File: config.mk
export PLATFORM = sky130hd
export DESIGN_NAME = sram_burst_addr_seq
export DESIGN_NICKNAME = d
export VERILOG_FILES = /design/src/rtl/bsq_pkg.sv /design/src/rtl/bsq_load_qual.sv /design/src/rtl/bsq_burst_ctr.sv /design/src/rtl/bsq_order_map.sv /design/src/rtl/sram_burst_addr_seq.sv
export SDC_FILE = /design/constraint.sdc
export NUM_CORES = 1
export LEC_CHECK = 0
export BUFFER_PORTS_ARGS = -buffer_cell sky130_fd_sc_hd__buf_2
export CELL_PAD_IN_SITES_DETAIL_PLACEMENT = 2
export CELL_PAD_IN_SITES_GLOBAL_PLACEMENT = 2
export CORE_MARGIN = 3
export CORE_UTILIZATION = 26
export CTS_BUF_LIST = sky130_fd_sc_hd__clkbuf_16
export CTS_CLUSTER_DIAMETER = 40
export DETAILED_ROUTE_END_ITERATION = 10
export PLACE_DENSITY_LB_ADDON = 0.1
export SYNTH_ARGS = -nofsm -noshare
export SYNTH_HDL_FRONTEND = slang
export SYNTH_HIERARCHICAL = 1
export SYNTH_SLANG_ARGS = --single-unit
File: constraint.sdc
create_clock -name clk -period 0.9 [get_ports clk]
set_input_delay 0 -clock clk [delete_from_list [all_inputs] [get_ports clk]]
set_output_delay 0 -clock clk [all_outputs]
set_load 0.05 [all_outputs]
File: src/rtl/bsq_pkg.sv
package bsq_pkg;

  typedef enum logic {
    ORD_LINEAR     = 1'b0,
    ORD_INTERLEAVE = 1'b1
  } bsq_order_e;

  typedef struct packed {
    logic load;
    logic sel;
  } bsq_ctl_t;

endpackage

File: src/rtl/bsq_load_qual.sv
module bsq_load_qual
  import bsq_pkg::*;
(
  input  logic     strb_cpu_n,
  input  logic     strb_ctl_n,
  input  logic     en_n,
  input  logic     sel_hi,
  input  logic     sel_lo_n,
  output bsq_ctl_t ctl
);

  logic cpu_ok;
  logic ctl_ok;

  always_comb begin
    ctl_ok   = ~strb_ctl_n;
    cpu_ok   = ~strb_cpu_n & ~en_n;
    ctl.load = ctl_ok | cpu_ok;
    ctl.sel  = ~en_n & sel_hi & ~sel_lo_n;
  end

endmodule

File: src/rtl/bsq_burst_ctr.sv
module bsq_burst_ctr
  import bsq_pkg::*;
#(
  parameter int unsigned ADDR_W  = 18,
  parameter int unsigned BURST_W = 2
) (
  input  logic               clk,
  input  logic               rst,
  input  bsq_ctl_t           ctl,
  input  logic               adv_n,
  input  logic [ADDR_W-1:0]  addr_in,
  output logic [ADDR_W-1:0]  base_q,
  output logic [BURST_W-1:0] step_q,
  output logic               sel_q
);

  localparam logic [BURST_W-1:0] STEP_ONE = BURST_W'(1);

  always_ff @(posedge clk) begin
    if (rst) begin
      base_q <= '0;
      step_q <= '0;
      sel_q  <= 1'b0;
    end else if (ctl.load) begin
      base_q <= addr_in;
      step_q <= '0;
      sel_q  <= ctl.sel;
    end else if (!adv_n) begin
      step_q <= step_q + STEP_ONE;
    end
  end

endmodule

File: src/rtl/bsq_order_map.sv
module bsq_order_map
  import bsq_pkg::*;
#(
  parameter int unsigned ADDR_W  = 18,
  parameter int unsigned BURST_W = 2
) (
  input  logic [ADDR_W-1:0]  base,
  input  logic [BURST_W-1:0] step,
  input  bsq_order_e         order,
  output logic [ADDR_W-1:0]  addr
);

  localparam int unsigned HI_W = ADDR_W - BURST_W;

  logic [BURST_W-1:0] low_lin;
  logic [BURST_W-1:0] low_ilv;
  logic [BURST_W-1:0] low_sel;

  always_comb begin
    low_lin = base[BURST_W-1:0] + step;
    low_ilv = base[BURST_W-1:0] ^ step;
    low_sel = (order == ORD_INTERLEAVE) ? low_ilv : low_lin;
  end

  generate
    if (HI_W > 0) begin : g_hi
      assign addr = {base[ADDR_W-1:BURST_W], low_sel};
    end else begin : g_nohi
      assign addr = low_sel;
    end
  endgenerate

endmodule

File: src/rtl/sram_burst_addr_seq.sv
module sram_burst_addr_seq
  import bsq_pkg::*;
#(
  parameter int unsigned ADDR_W  = 18,
  parameter int unsigned BURST_W = 2
) (
  input  logic              clk,
  input  logic              rst,
  input  logic [ADDR_W-1:0] addr_in,
  input  logic              strb_cpu_n,
  input  logic              strb_ctl_n,
  input  logic              adv_n,
  input  logic              en_n,
  input  logic              sel_hi,
  input  logic              sel_lo_n,
  input  logic              order_ilv,
  output logic [ADDR_W-1:0] word_addr,
  output logic              selected
);

  bsq_ctl_t           ctl;
  logic [ADDR_W-1:0]  base_q;
  logic [BURST_W-1:0] step_q;
  bsq_order_e         order;

  assign order = bsq_order_e'(order_ilv);

  bsq_load_qual u_qual (
    .strb_cpu_n (strb_cpu_n),
    .strb_ctl_n (strb_ctl_n),
    .en_n       (en_n),
    .sel_hi     (sel_hi),
    .sel_lo_n   (sel_lo_n),
    .ctl        (ctl)
  );

  bsq_burst_ctr #(.ADDR_W(ADDR_W), .BURST_W(BURST_W)) u_ctr (
    .clk     (clk),
    .rst     (rst),
    .ctl     (ctl),
    .adv_n   (adv_n),
    .addr_in (addr_in),
    .base_q  (base_q),
    .step_q  (step_q),
    .sel_q   (selected)
  );

  bsq_order_map #(.ADDR_W(ADDR_W), .BURST_W(BURST_W)) u_map (
    .base  (base_q),
    .step  (step_q),
    .order (order),
    .addr  (word_addr)
  );

endmodule

Yosys cells after proc, flatten, opt, wreduce, memory -nomap -nowiden
Index checks and enable logic that the tools add are counted.
{ "classes": {"n_addsub": 2, "mul": 0, "div": 0, "order_cmp": 0, "eq_ne": 0, "n_shift": 0, "mux": 1, "n_bitwise": 9, "reduce_logical": 1} }
{ "ops": {"columns": ["operator", "n"], "rows": [
  ["1-bit NOT", 4],
  ["1-bit AND", 3],
  ["2-bit by 1-bit adder with 2-bit output (second input constant)", 1],
  ["2-bit adder", 1],
  ["2-bit 2-to-1 mux", 1],
  ["2-bit OR reduction", 1],
  ["2-bit XOR", 1],
  ["1-bit bitwise OR", 1]
]} }
{ "totals": {"reg_bits": 21, "latchBits": 0, "ramBits": 0, "rom_bits": 0, "input_bits": 27, "output_inout_bits": 19, "word_cells": 16, "mem_count": 0} }

Longest topological paths before layout
{ "logic_depth": {"ltp_word": 4, "ltp_mapped": 5, "mapped_depth_nobuf": 3} }

Hierarchy
The synthesis kept the hierarchy.
{ "modules_own_cells": {"columns": ["module", "n_inst", "cells_per_inst", "area_each_um2", "seq_area_each_um2"], "rows": [
  ["bsq_burst_ctr", 1, 69, 797.0, 420.4],
  ["bsq_order_map", 1, 20, 156.4, 0.0],
  ["bsq_load_qual", 1, 2, 17.5, 0.0]
]} }

Least setup slack after synthesis
Ideal clock, no wire load.
{ "synth_path": {"path_kind": "reg2out", "start": "register u_ctr.base_q[0]", "end": "output port word_addr[1]", "arrival_ns": 1.415, "required_time_ns": 0.900, "path_slack_ns": -0.515, "path_stages_with_launch": 4, "path_buffers": 0, "path_cell_list": "dfxtp_1 ha_1 nor2b_1 xnor2_1"} }
{ "synth_between": {"elab_chain_cells": 2} }
{ "synth_rtl": {"columns": ["item", "line", "source"], "rows": [
  ["from (decl)", "bsq_burst_ctr.sv:12", "output logic [ADDR_W-1:0] base_q,"],
  ["from (signal assigned)", "bsq_burst_ctr.sv:25", "base_q <= addr_in;"],
  ["2-bit adder", "bsq_order_map.sv:20", "low_lin = base[BURST_W-1:0] + step;"],
  ["2-bit 2-to-1 mux", "bsq_order_map.sv:22", "low_sel = (order == ORD_INTERLEAVE) ? low_ilv : low_lin;"],
  ["to (decl)", "sram_burst_addr_seq.sv:17", "output logic [ADDR_W-1:0] word_addr,"]
]} }
Every way passes these cells.

Worst setup path after layout
{ "layout_path": {"start": "register u_ctr.step_q[0]", "end": "output port word_addr[1]"} }
{ "layout_between": {"elab_chain_cells": 2} }
{ "layout_rtl": {"columns": ["item", "line", "source"], "rows": [
  ["from (decl)", "bsq_burst_ctr.sv:13", "output logic [BURST_W-1:0] step_q,"],
  ["from (signal assigned)", "bsq_burst_ctr.sv:29", "step_q <= step_q + STEP_ONE;"],
  ["2-bit adder", "bsq_order_map.sv:20", null],
  ["2-bit 2-to-1 mux", "bsq_order_map.sv:22", null]
]} }
Every way passes these cells.

==> metrics.md <==
| Metric | Value |
|---|---|
| Status | complete, but fails checks |
| Violated checks | negative hold slack, negative setup slack |
| Actual slew at the worst max-slew pin | 0.431 ns |
| Critical Path Slowest Stage Cell | dfxtp_2 |
| Post-route cell area | 1410 µm² |
| PD cells | 1780 nW/µm² |
| Period utilization | 134% |
| Path length in cells of the critical path | 4 |
| Worst R2R Setup Slack | -0.21 ns |
| First-pass GRT wire length | 3.82 mm |
| Worst hold stages | 3 |
| Clk_lat worst skew | 0.25 ns |
| Clock network power share | 36.1% |
| Reg2Reg Depth | 6 |
| Post-layout util | 40.7% |
| Peak supply drop | 0.00117 V |
| Internal power | 0.00181 W |
| Buffers on Ports | 45 |
| Hold Crit Start | addr_in[5] |
| Clock root cell | clkbuf_16 |
| Vias/cell | 4.17 |
| Initial DRC count | 17 |
| Unique masters post-synth | 17 |
| Max Cap Viol | 0 |
| RR Endpoint | u_ctr/step_q[1] |
| Setup TNS | -0.720 ns |
| Vias | 764 |
| Final hold vios | 4 |
| Vias in the first global route | 865 |
| Critical-path cell list | ha_4 -> nor2b_4 -> xnor2_4 -> buf_6 |
| RSZ-0062 raised after global routing | yes |
| Worst Path Required | 0.90 ns |
| Slew Limit Fails | 0 |
| HP Class | input pin to flip-flop |
| CP Max Fanout | 2 |
| HPWL after DPL | 1.55 mm |
| P_leak | 0.712 nW |
| CTS Sinks | 21 |
| Worst-case clock buffer depth | 2 |
| Die X | 67.1 µm |
| Crit Path Class | flip-flop to output pin |
| CTS tree | built |
| Wire per inst | 12.3 µm |
| Final worst setup slack | -0.304 ns |
| Share of layout cells above drive strength 1 | 48.9% |
| WP buf/inv | 1 |
| Yosys warns | 6 |
| Max_slew headroom | 71.2% |
| Tot GR Track Use | 11.2% |
| Antenna-violating nets left | 0 |
| Drt pass-1 iters | 2 |
| Post-synthesis net count | 119 |
| Part of the power in registers | 40.7% |
| Initial cell density of the core | 28.0% |
| Top Family by Delay on Critical Path | flip-flops |
| Final nets | 166 |
| Comb pwr share | 23.2% |
| DRC | 0 |
| Worst hold slack | -0.00318 ns |
| Critical Path Sink Type | output pin |
| CP Launch Type | flip-flop |
| Placer congestion estimate | 0.615 |
| Cell area after placement | 1160 µm² |
| Synthesis-stage register bit count | 21 |
| Register area share after synthesis | 43.3% |
| Final wirelength | 2.25 mm |
| Sw Pwr | 0.000692 W |
| Site row count | 21 |
| Ant diodes | 0 |
| Number of CTS-inserted buffers | 3 |
| Die outline area | 4500 µm² |
| Area Overhead vs Synth | 45.2% |
| Fmax | 0.830 GHz |
| Post-Syn Instances | 91 |
| WHS Endpoint | u_ctr/base_q[5] |
| Core outline area | 3470 µm² |
| Initial antenna violation count | 0 |
| Gr ovfl total | 0 |
| Finish-stage setup viols | 4 |
| Pin count of the biggest net entering global routing | 22 |
| Syn avg cell area | 10.7 µm² |
| Number of H-tree levels | 1 |
| Synthesized cell area | 971 µm² |
| WP data arrival | 1.20 ns |
| Net Sw Frac | 27.6% |
| Worst Skew | 0.000183 ns |
| Clock transition at path regs | 0.05 ns |
| Die H | 67.1 µm |
| IO Pins | 46 |
| Minimum clock period | 1.20 ns |
| Max incr delay on CP | 0.35 ns |
| Worst r2r src | u_ctr/step_q[0] |
final cells by class:
type / instances / area [µm²]
clock buffer: 3 / 75.1
tap: 46 / 57.6
clock inverter: 1 / 3.75
sequential: 21 / 423
fill: 387 / 2060
multi-input combinational: 49 / 428
timing repair buffer: 63 / 423
cells in the final DEF (no fill, tap or decap), drive strengths merged, types with 3 or more instances in the layout:
cell         netlist  routed
xnor2              3       3
mux2i             19      19
buf               20      51
nor2b              3       3
clkbuf             1       4
dfxtp             21      21
dlygate4sd3        0      11
nor2              19      19
Yosys cell counts (all sizes together):
master  instances  share of area, %
buf            20                18
clkbuf          1              0.39
dfxtp          21                43
ha              1               1.3
mux2i          19                20
nor2           19               7.3
nor2b           3               2.7
nor3            1               1.0
nor3b           1               1.3
nor4            1               2.2
o21ai           1              0.51
xnor2           3               2.7
through the flow:
step | setup WS [ns] | power (W) | instances
2_1_floorplan | -0.0476 | 0.00148 | 91
3_3_place_gp | -0.146 | 0.00155 | 166
3_5_place_dp | -0.167 | 0.00156 | 166
4_1_cts | -0.307 | 0.00255 | 182
5_1_grt | -0.355 | 0.00265 | 183
6_report | -0.304 | 0.00251 | 183
metal layers:
| metal | part of all wire (%) | GRT usage, % | vias up |
|---|---|---|---|
| met3 | 7.0 | 3.88 | 2 |
| met2 | 57 | 23.3 | 25 |
| met1 | 35 | 10.5 | 362 |
| li1 | - | - | 375 |
| met4 | 0.44 | 1.52 | 0 |
| met5 | 0 | 0 | - |
registers in the layout, summed over array words and instances, names as in the netlist:
name,flops
u_ctr/step_q,2
u_ctr/base_q,18
u_ctr/sel_q,1
worst max-delay path by stage:
stage                    start            to  slack, ns
4_1_cts        u_ctr/base_q[0]  word_addr[1]      -0.31
3_5_place_dp   u_ctr/base_q[0]  word_addr[1]      -0.17
3_3_place_gp   u_ctr/base_q[0]  word_addr[1]      -0.15
6_report       u_ctr/step_q[0]  word_addr[1]      -0.30
5_1_grt        u_ctr/step_q[0]  word_addr[1]      -0.35
2_1_floorplan  u_ctr/step_q[0]  word_addr[1]      -0.05
cells by family (layout without fill, tap and decap cells):
family | count (synthesis) | count (layout) | share of synthesized area, %
XOR/XNOR | 3 | 3 | 2.71
multiplexers | 19 | 19 | 19.6
buffers and inverters | 21 | 67 | 18.0
adder cells (fa/ha/maj) | 1 | 1 | 1.29
AND/OR/NAND/NOR | 25 | 25 | 14.6
AO/OA/AOI/OAI | 1 | 1 | 0.515
flip-flops | 21 | 21 | 43.3
worst register-to-register path, stage by stage, from the launching register on:
cell and delay [ns]:
dfxtp_2 0.35, buf_4 0.11, buf_4 0.09, buf_6 0.08, nor2b_4 0.19, xnor2_2 0.13, nor3_2 0.05
power groups by stage:
stage	registers (W)	logic, W	clock network (W)
3_3_place_gp	0.00103	0.000512	0
5_1_grt	0.00103	0.000625	0.000993
6_report	0.00102	0.000582	0.000905
4_1_cts	0.00102	0.000588	0.000940
2_1_floorplan	0.00103	0.000449	0
3_5_place_dp	0.00104	0.000522	0
what timing repair did:
item	in CTS	in global routing
pin swaps	3	3
hold buffers	11	0
gates resized for setup	10	1
cloned	0	0
endpoints found under the hold margin	11	0
setup buffers	1	1
endpoints found under the setup margin	3	5
No activity file was read; power rests on OpenSTA's default activity.
